==> config.mk <==
export PLATFORM = sky130hd
export DESIGN_NAME = icnt_trig_unit
export DESIGN_NICKNAME = d
export VERILOG_FILES = /design/src/rtl/icnt_pkg.sv /design/src/rtl/icnt_lvl_match.sv /design/src/rtl/icnt_trig_slot.sv /design/src/rtl/icnt_fire_pick.sv /design/src/rtl/icnt_trig_unit.sv
export SDC_FILE = /design/constraint.sdc
export NUM_CORES = 1
export LEC_CHECK = 0
export CAP_MARGIN = 25
export CORE_ASPECT_RATIO = 0.5
export CORE_MARGIN = 4
export CORE_UTILIZATION = 51
export DETAILED_ROUTE_END_ITERATION = 16
export MAX_ROUTING_LAYER = met4
export PLACE_DENSITY = 0.76
export SYNTH_ARGS = -nofsm -noshare
export SYNTH_HDL_FRONTEND = slang
export SYNTH_SLANG_ARGS = --single-unit
==> constraint.sdc <==
create_clock -name clk -period 2.9 [get_ports clk]
set_clock_uncertainty 0.15 [all_clocks]
set_input_delay 0.725 -clock clk [delete_from_list [all_inputs] [get_ports clk]]
set_output_delay 0.725 -clock clk [all_outputs]
set_load 0.02 [all_outputs]
==> src/rtl/icnt_pkg.sv <==
package icnt_pkg;
    localparam int WORD_W   = 32;
    localparam int CNT_W    = 14;
    localparam int ACT_W    = 6;
    localparam logic [3:0] KIND_ICOUNT = 4'd3;

    typedef enum logic [1:0] {
        LVL_USER  = 2'd0,
        LVL_SUPER = 2'd1,
        LVL_RSVD  = 2'd2,
        LVL_MACH  = 2'd3
    } lvl_e;

    // Field order is software visible: it must match the read/write layout.
    typedef struct packed {
        logic [3:0]       kind;
        logic             rsvd;
        logic             en_vs;
        logic             en_vu;
        logic             hit;
        logic [CNT_W-1:0] count;
        logic             en_m;
        logic             pend;
        logic             en_s;
        logic             en_u;
        logic [ACT_W-1:0] action;
    } trig_word_t;
endpackage

==> src/rtl/icnt_lvl_match.sv <==
module icnt_lvl_match
    import icnt_pkg::*;
(
    input  trig_word_t word,
    input  logic [1:0] priv,
    input  logic       virt,
    output logic       match
);
    always_comb begin
        match = 1'b0;
        if (virt) begin
            unique case (lvl_e'(priv))
                LVL_USER:  match = word.en_vu;
                LVL_SUPER: match = word.en_vs;
                LVL_RSVD,
                LVL_MACH:  match = 1'b0;
            endcase
        end else begin
            unique case (lvl_e'(priv))
                LVL_USER:  match = word.en_u;
                LVL_SUPER: match = word.en_s;
                LVL_MACH:  match = word.en_m;
                LVL_RSVD:  match = 1'b0;
            endcase
        end
    end
endmodule

==> src/rtl/icnt_trig_slot.sv <==
module icnt_trig_slot
    import icnt_pkg::*;
(
    input  logic       clk,
    input  logic       rst_n,
    input  logic       wr_hit,
    input  trig_word_t wr_word,
    input  logic       retire,
    input  logic [1:0] priv,
    input  logic       virt,
    output trig_word_t word,
    output logic       live,
    output logic       fire_now
);
    logic match;
    logic armed;

    icnt_lvl_match u_match (
        .word  (word),
        .priv  (priv),
        .virt  (virt),
        .match (match)
    );

    assign armed    = (word.kind == KIND_ICOUNT) && (word.count != '0);
    assign live     = armed && match;
    assign fire_now = retire && live && !wr_hit && (word.count == CNT_W'(1));

    always_ff @(posedge clk) begin
        if (!rst_n) begin
            word <= '0;
        end else if (wr_hit) begin
            word <= wr_word;
        end else if (retire && live) begin
            word.count <= word.count - CNT_W'(1);
            if (word.count == CNT_W'(1)) begin
                word.hit <= 1'b1;
            end
        end
    end
endmodule

==> src/rtl/icnt_fire_pick.sv <==
module icnt_fire_pick #(
    parameter int NUM_TRIG = 4,
    parameter int IDXW     = 2
) (
    input  logic [NUM_TRIG-1:0] req,
    output logic                any,
    output logic [IDXW-1:0]     sel
);
    always_comb begin
        any = 1'b0;
        sel = '0;
        for (int i = NUM_TRIG - 1; i >= 0; i--) begin
            if (req[i]) begin
                any = 1'b1;
                sel = IDXW'(i);
            end
        end
    end
endmodule

==> src/rtl/icnt_trig_unit.sv <==
module icnt_trig_unit
    import icnt_pkg::*;
#(
    parameter int NUM_TRIG = 4,
    localparam int IDXW    = (NUM_TRIG > 1) ? $clog2(NUM_TRIG) : 1
) (
    input  logic              clk,
    input  logic              rst_n,
    input  logic [IDXW-1:0]   sel_idx,
    input  logic              wr_en,
    input  logic [WORD_W-1:0] wr_data,
    output logic [WORD_W-1:0] rd_data,
    input  logic              retire,
    input  logic [1:0]        priv,
    input  logic              virt,
    output logic              step_req,
    output logic              fire,
    output logic [IDXW-1:0]   fire_idx,
    output logic [ACT_W-1:0]  fire_action
);
    trig_word_t          words [NUM_TRIG];
    logic [NUM_TRIG-1:0] live_vec;
    logic [NUM_TRIG-1:0] fire_vec;
    logic                pick_any;
    logic [IDXW-1:0]     pick_sel;
    logic                sel_ok;

    assign sel_ok = int'(sel_idx) < NUM_TRIG;

    for (genvar g = 0; g < NUM_TRIG; g++) begin : g_slot
        icnt_trig_slot u_slot (
            .clk      (clk),
            .rst_n    (rst_n),
            .wr_hit   (wr_en && sel_ok && (int'(sel_idx) == g)),
            .wr_word  (trig_word_t'(wr_data)),
            .retire   (retire),
            .priv     (priv),
            .virt     (virt),
            .word     (words[g]),
            .live     (live_vec[g]),
            .fire_now (fire_vec[g])
        );
    end

    icnt_fire_pick #(.NUM_TRIG(NUM_TRIG), .IDXW(IDXW)) u_pick (
        .req (fire_vec),
        .any (pick_any),
        .sel (pick_sel)
    );

    assign rd_data  = sel_ok ? WORD_W'(words[sel_idx]) : '0;
    assign step_req = |live_vec;

    always_ff @(posedge clk) begin
        if (!rst_n) begin
            fire        <= 1'b0;
            fire_idx    <= '0;
            fire_action <= '0;
        end else begin
            fire <= pick_any;
            if (pick_any) begin
                fire_idx    <= pick_sel;
                fire_action <= words[pick_sel].action;
            end
        end
    end
endmodule

== After elaboration in Yosys (flattened, before gate mapping) ==
Index checks and enable logic that the tools add are counted.

* Register bits: 137
* Output and inout bits: 42

* Add/subtract/negate cells: 4
* Order comparisons: 2
* Equal/unequal tests: 14
* Multiplexer cells: 38
* Bitwise gates (word level): 2
* Reduce and logical (&&, ||, !) cells: 48

{| class="wikitable"
|+ Operators by type and width
! operator !! number
|-
| $bmux W32 S2 || 2
|-
| $mux W15 || 8
|-
| $mux W32 || 2
|-
| $eq A14 B1 Y1 const B || 4
|-
| $reduce_bool A14 Y1 || 4
|-
| $sub A14 B1 Y14 const B || 4
|-
| $logic_and A1 B1 Y1 || 24
|-
| $eq A4 B2 Y1 const B || 4
|-
| $pmux W1 S4 || 4
|-
| $reduce_bool A2 Y1 || 8
|-
| $mux W1 || 12
|-
| $mux W6 || 2
|-
| $pmux W1 S3 || 4
|-
| $eq A2 B2 Y1 const B || 4
|-
| $mux W2 || 4
|-
| $reduce_and A2 Y1 || 4
|-
| $ge A3 B3 Y1 const B || 2
|-
| $not A2 Y3 || 2
|-
| $eq A2 B1 Y1 const B || 2
|-
| $logic_not A1 Y1 || 4
|-
| $logic_not A2 Y1 || 2
|-
| $reduce_or A4 Y1 || 1
|-
| $reduce_or A2 Y1 || 1
|}

== Depth between registers and ports, before layout ==
* Depth in word-level cells: 16
* Mapped depth: 9
* Mapped depth without buffers: 8

== Hierarchy ==
Synthesis repeated with hierarchy kept, for this count alone.

* Cells, all modules: 855
* Area total of the unflattened synthesis: 8190.4 µm²

{| class="wikitable"
|+ By module, submodules not included
! module !! instances !! cells an instance !! area each (µm²) !! sequential area each (µm²)
|-
| icnt_trig_slot at g_slot[0].u_slot ... || 3 || 181 || 1660.3 || 640.6
|-
| icnt_trig_slot at g_slot[3].u_slot || 1 || 191 || 1667.8 || 640.6
|-
| icnt_trig_unit || 1 || 90 || 1326.3 || 180.2
|-
| icnt_lvl_match || 4 || 6 || 45.0 || 0.0
|-
| icnt_fire_pick || 1 || 7 || 35.0 || 0.0
|}

== Worst setup path after synthesis ==
Ideal clock, no wire load.

* Kind: input to output
* From: input port sel_idx[1]
* To: output port rd_data[10]
* Data arrival time: 2231 ps
* Data required time: 2025 ps
* Slack: -206 ps
* Stages on the path: 3
* Cells stage by stage: buf_1 > buf_1 > mux4_2

* Cells in the longest elaborated chain, start to end: 4

{| class="wikitable"
|+ RTL lines
! element !! RTL line !! source
|-
| start, declared || icnt_trig_unit.sv:9 || <nowiki>input logic [IDXW-1:0] sel_idx,</nowiki>
|-
| $not A2 Y3 (not written as such) || icnt_trig_unit.sv:51 || <nowiki>assign rd_data = sel_ok ? WORD_W'(words[sel_idx]) : '0;</nowiki>
|-
| $bmux W32 S2 || icnt_trig_unit.sv:51 ||
|-
| $mux W32 (not written as such) (2 in series) || icnt_trig_unit.sv:51 ||
|-
| end, declared || icnt_trig_unit.sv:12 || <nowiki>output logic [WORD_W-1:0] rd_data,</nowiki>
|}

Every way passes these cells. The select of a mux whose other input is x is not followed.

== Final worst setup path ==
* From: register, netlist name g_slot[0].u_slot.word[17]
* To: output port step_req

* Cells in the longest elaborated chain, start to end: 4

{| class="wikitable"
|+ RTL lines
! element !! RTL line !! source
|-
| $reduce_bool A14 Y1 || icnt_trig_slot.sv:25 || <nowiki>assign armed = (word.kind == KIND_ICOUNT) && (word.count != '0);</nowiki>
|-
| $logic_and A1 B1 Y1 || icnt_trig_slot.sv:25 ||
|-
| $logic_and A1 B1 Y1 || icnt_trig_slot.sv:26 || <nowiki>assign live = armed && match;</nowiki>
|-
| $reduce_or A4 Y1 || icnt_trig_unit.sv:52 || <nowiki>assign step_req = |live_vec;</nowiki>
|-
| end, declared || icnt_trig_unit.sv:16 || <nowiki>output logic step_req,</nowiki>
|}

Every way passes these cells.

==> impl_metrics.csv <==
group,metric,value,unit
cells_and_area,num_antenna_cells,0,
logic_synthesis,yosysTopAreaCellShare,37.4,%
power_and_ir_drop,fin_total_pwr,4.91,mW
logic_synthesis,seq_area_frac_synth,37.4,%
clock_tree,clock-root-buffer,"clkbuf_16",
cells_and_area,syn_to_final_growth,31.5,%
cells_and_area,final_nets,1051,
setup_path,startpoint_type,"flop",
logic_synthesis,synthTopCellsByArea,"dfxtp_1, mux4_2, a21oi_1",
routing,final_antenna_net_count,0,
power_and_ir_drop,power_frac_clock,42.3,%
logic_synthesis,syn-cell-area,0.00734,mm2
clock_tree,cts.sink_count,137,
setup_path,crit_required,2.03,ns
logic_synthesis,synth.distinct_cells,65,
floorplan,rows,30,
logic_synthesis,synth_fp_nets,899,
routing,dr.pass1.iters,6,
logic_synthesis,synth_ff_type,"dfxtp_1",
power_and_ir_drop,netSwitchingFraction,29.8,%
clock_tree,cts_buffers,17,
grt,grt_overflow,0,
sta,worstMarginPinSlew,0.514,ns
logic_synthesis,ys_ff_latch,137,
sta,clock.fmax,326,MHz
power_and_ir_drop,power.density,509,mW/mm2
logic_synthesis,ys_async_sr_fraction,0,%
logic_synthesis,syn_avg_cell_area,8.63,um2
run_status,status,"finished with violations",
grt,track_usage,29.9,%
logic_synthesis,yosys.area.top_type,"dfxtp_1",
logic_synthesis,syn_inst,850,
cells_and_area,postLayoutCellArea,0.00965,mm2
logic_synthesis,synth_most_common_cell,"nand2_1",
run_status,violations,"setup timing",
power_and_ir_drop,p_int,3.45,mW
clock_tree,cts_tree,"built",
grt,grt_max_degree,61,
grt,grt_pass1_vias,7058,
placement,gp_congestion,0.955,
routing,drt_iter0_markers,894,
clock_tree,clockBufferDepth,2,
setup_path,end_kind,"output port",
grt,grt_pass1_wl,37600,um
power_and_ir_drop,pwr-share-comb,16.6,%
power_and_ir_drop,power_switching,1.47,mW
placement,hpwlAfterDp,16900,um
clock_tree,clk_pin_slew,0.07,ns
placement,place_area,0.00904,mm2
grt,antenna_found_initial,0,
sta,min_period_over_period,106,%
floorplan,ios,83,
floorplan,start_util,53.1,%
sta,slew_violations,0,
routing,wirelength,23800,um
power_and_ir_drop,power_frac_seq,41.0,%
sta,max-slew-margin-rel,65.7,%
floorplan,die_h,92.8,um
sta,min_period,3.07,ns
logic_synthesis,ys_warn_count,0,
floorplan,core,0.0138,mm2
run,cap_violations,0,
power_and_ir_drop,peakVddDrop,367,uV
routing,vias,7437,
routing,viasPerCell,6.16,
sta,hold_violations,0,
floorplan,die_w,178,um
logic_synthesis,ys_top_cells_by_count,"nand2_1, dfxtp_1, a21oi_1, o21ai_0, clkbuf_1",
floorplan,die-area,0.0165,mm2
min_path,hold_class,"flop to flop",
routing,wl_per_cell,19.7,um
power_and_ir_drop,leakage,3.61,nW
logic_synthesis,synth_edf_count,0,
setup_path,arrival,2.19,ns
clock_tree,clock_latency,0.43,ns
placement,portBuffers,82,
routing,drc,0,
clock_tree,h-tree-depth,4,
placement,place_ws,-0.809,ns
sta,layout_setup_ws,-0.170,ns
setup_path,cp_max_fo,2,
sta,rsz0062_at_grt,"true",
cells_and_area,drive_above_1_share,21.0,%
setup_path,crit_type,"flop to output port",
sta,setup_viol,1,
[critical path, cell delays in order, from the launching register on]
cell and delay, ns:
dfxtp_2 0.32, or4_4 0.57, nor3_4 0.23, nand4b_1 0.19, a22oi_2 0.22, nand3_2 0.09
buf_6 0.14
[logic make-up (layout without fill, tap and decap cells)]
family	Yosys count	count (layout)	share of synthesized area [%]
multiplexers	41	41	11.1
adder cells (fa/ha/maj)	8	8	1.36
flip-flops	137	137	37.4
AND/OR/NAND/NOR	310	310	22.0
AO/OA/AOI/OAI	235	235	18.5
buffers and inverters	72	237	4.02
XOR/XNOR	47	47	5.61
[final cells by class]
| class | instances | area (um2) |
|---|---|---|
| clock buffers | 18 | 429 |
| clock inverters | 14 | 126 |
| fillers | 1102 | 4160 |
| inverters | 12 | 45.0 |
| multi-input cells | 641 | 4370 |
| flip-flops and latches | 137 | 2740 |
| well taps | 192 | 240 |
| repair buffers | 193 | 1690 |
[repair_timing]
item | in CTS | in global routing
buffers inserted | 0 | 1
setup endpoints to repair | 43 | 8
cloned | 0 | 0
pin swaps | 2 | 4
hold buffers | 0 | 0
resized for setup | 44 | 12
[per-layer routing]
layer	GRT usage, %	up-vias	part of all wire, %
li1	-	3416	-
met1	38.7	3522	41
met2	46.6	434	47
met3	6.89	65	9.5
met4	10.1	0	2.4
met5	-	-	0
[path summary, 6_finish.rpt]
kind / slack (ns) / start / cells past startpoint / end
hold reg to reg: 0.30 / g_slot[1].u_slot.word[27] / 2 / g_slot[1].u_slot.word[27]
setup reg to reg: 0.26 / g_slot[0].u_slot.word[11] / 9 / fire_action[2]
hold / removal: 0.30 / g_slot[1].u_slot.word[27] / 2 / g_slot[1].u_slot.word[27]
setup / recovery: -0.17 / g_slot[0].u_slot.word[17] / 6 / step_req
[layout by cell type (no fill, tap or decap), drive strengths merged, types with 21 or more instances in the layout]
cell and instances:
a21oi 124, buf 114, clkdlybuf4s50 46, dfxtp 137
dlygate4sd2 33, inv 22, mux4 32, nand2 165
nor2 28, nor4 21, o21ai 57, xnor2 29
[through the flow]
stage	util [%]	hold slack, ns	instances	setup TNS [ns]
after floorplan	-	0.283	850	0
after global placement	65.4	0.291	1174	-22.06
after detailed placement	65.4	0.299	1174	-26.66
after CTS	69.3	0.308	1206	-0.171
after global routing	69.9	0.328	1207	-0.237
final	69.9	0.305	1207	-0.170
[power groups by stage]
stage	clock network (mW)	registers [mW]	logic (mW)
6_report	2.08	2.02	0.818
4_1_cts	2.08	2.02	0.793
3_5_place_dp	0	2.06	0.795
5_1_grt	2.16	2.03	0.871
2_1_floorplan	0	2.05	0.428
3_3_place_gp	0	2.05	0.783
[state kept, by name, summed over array words and instances, names as in the netlist]
name / count
fire_action: 6
fire_idx: 2
fire: 1
g_slot.u_slot.word: 128
Power figures use the tool's default switching activity.
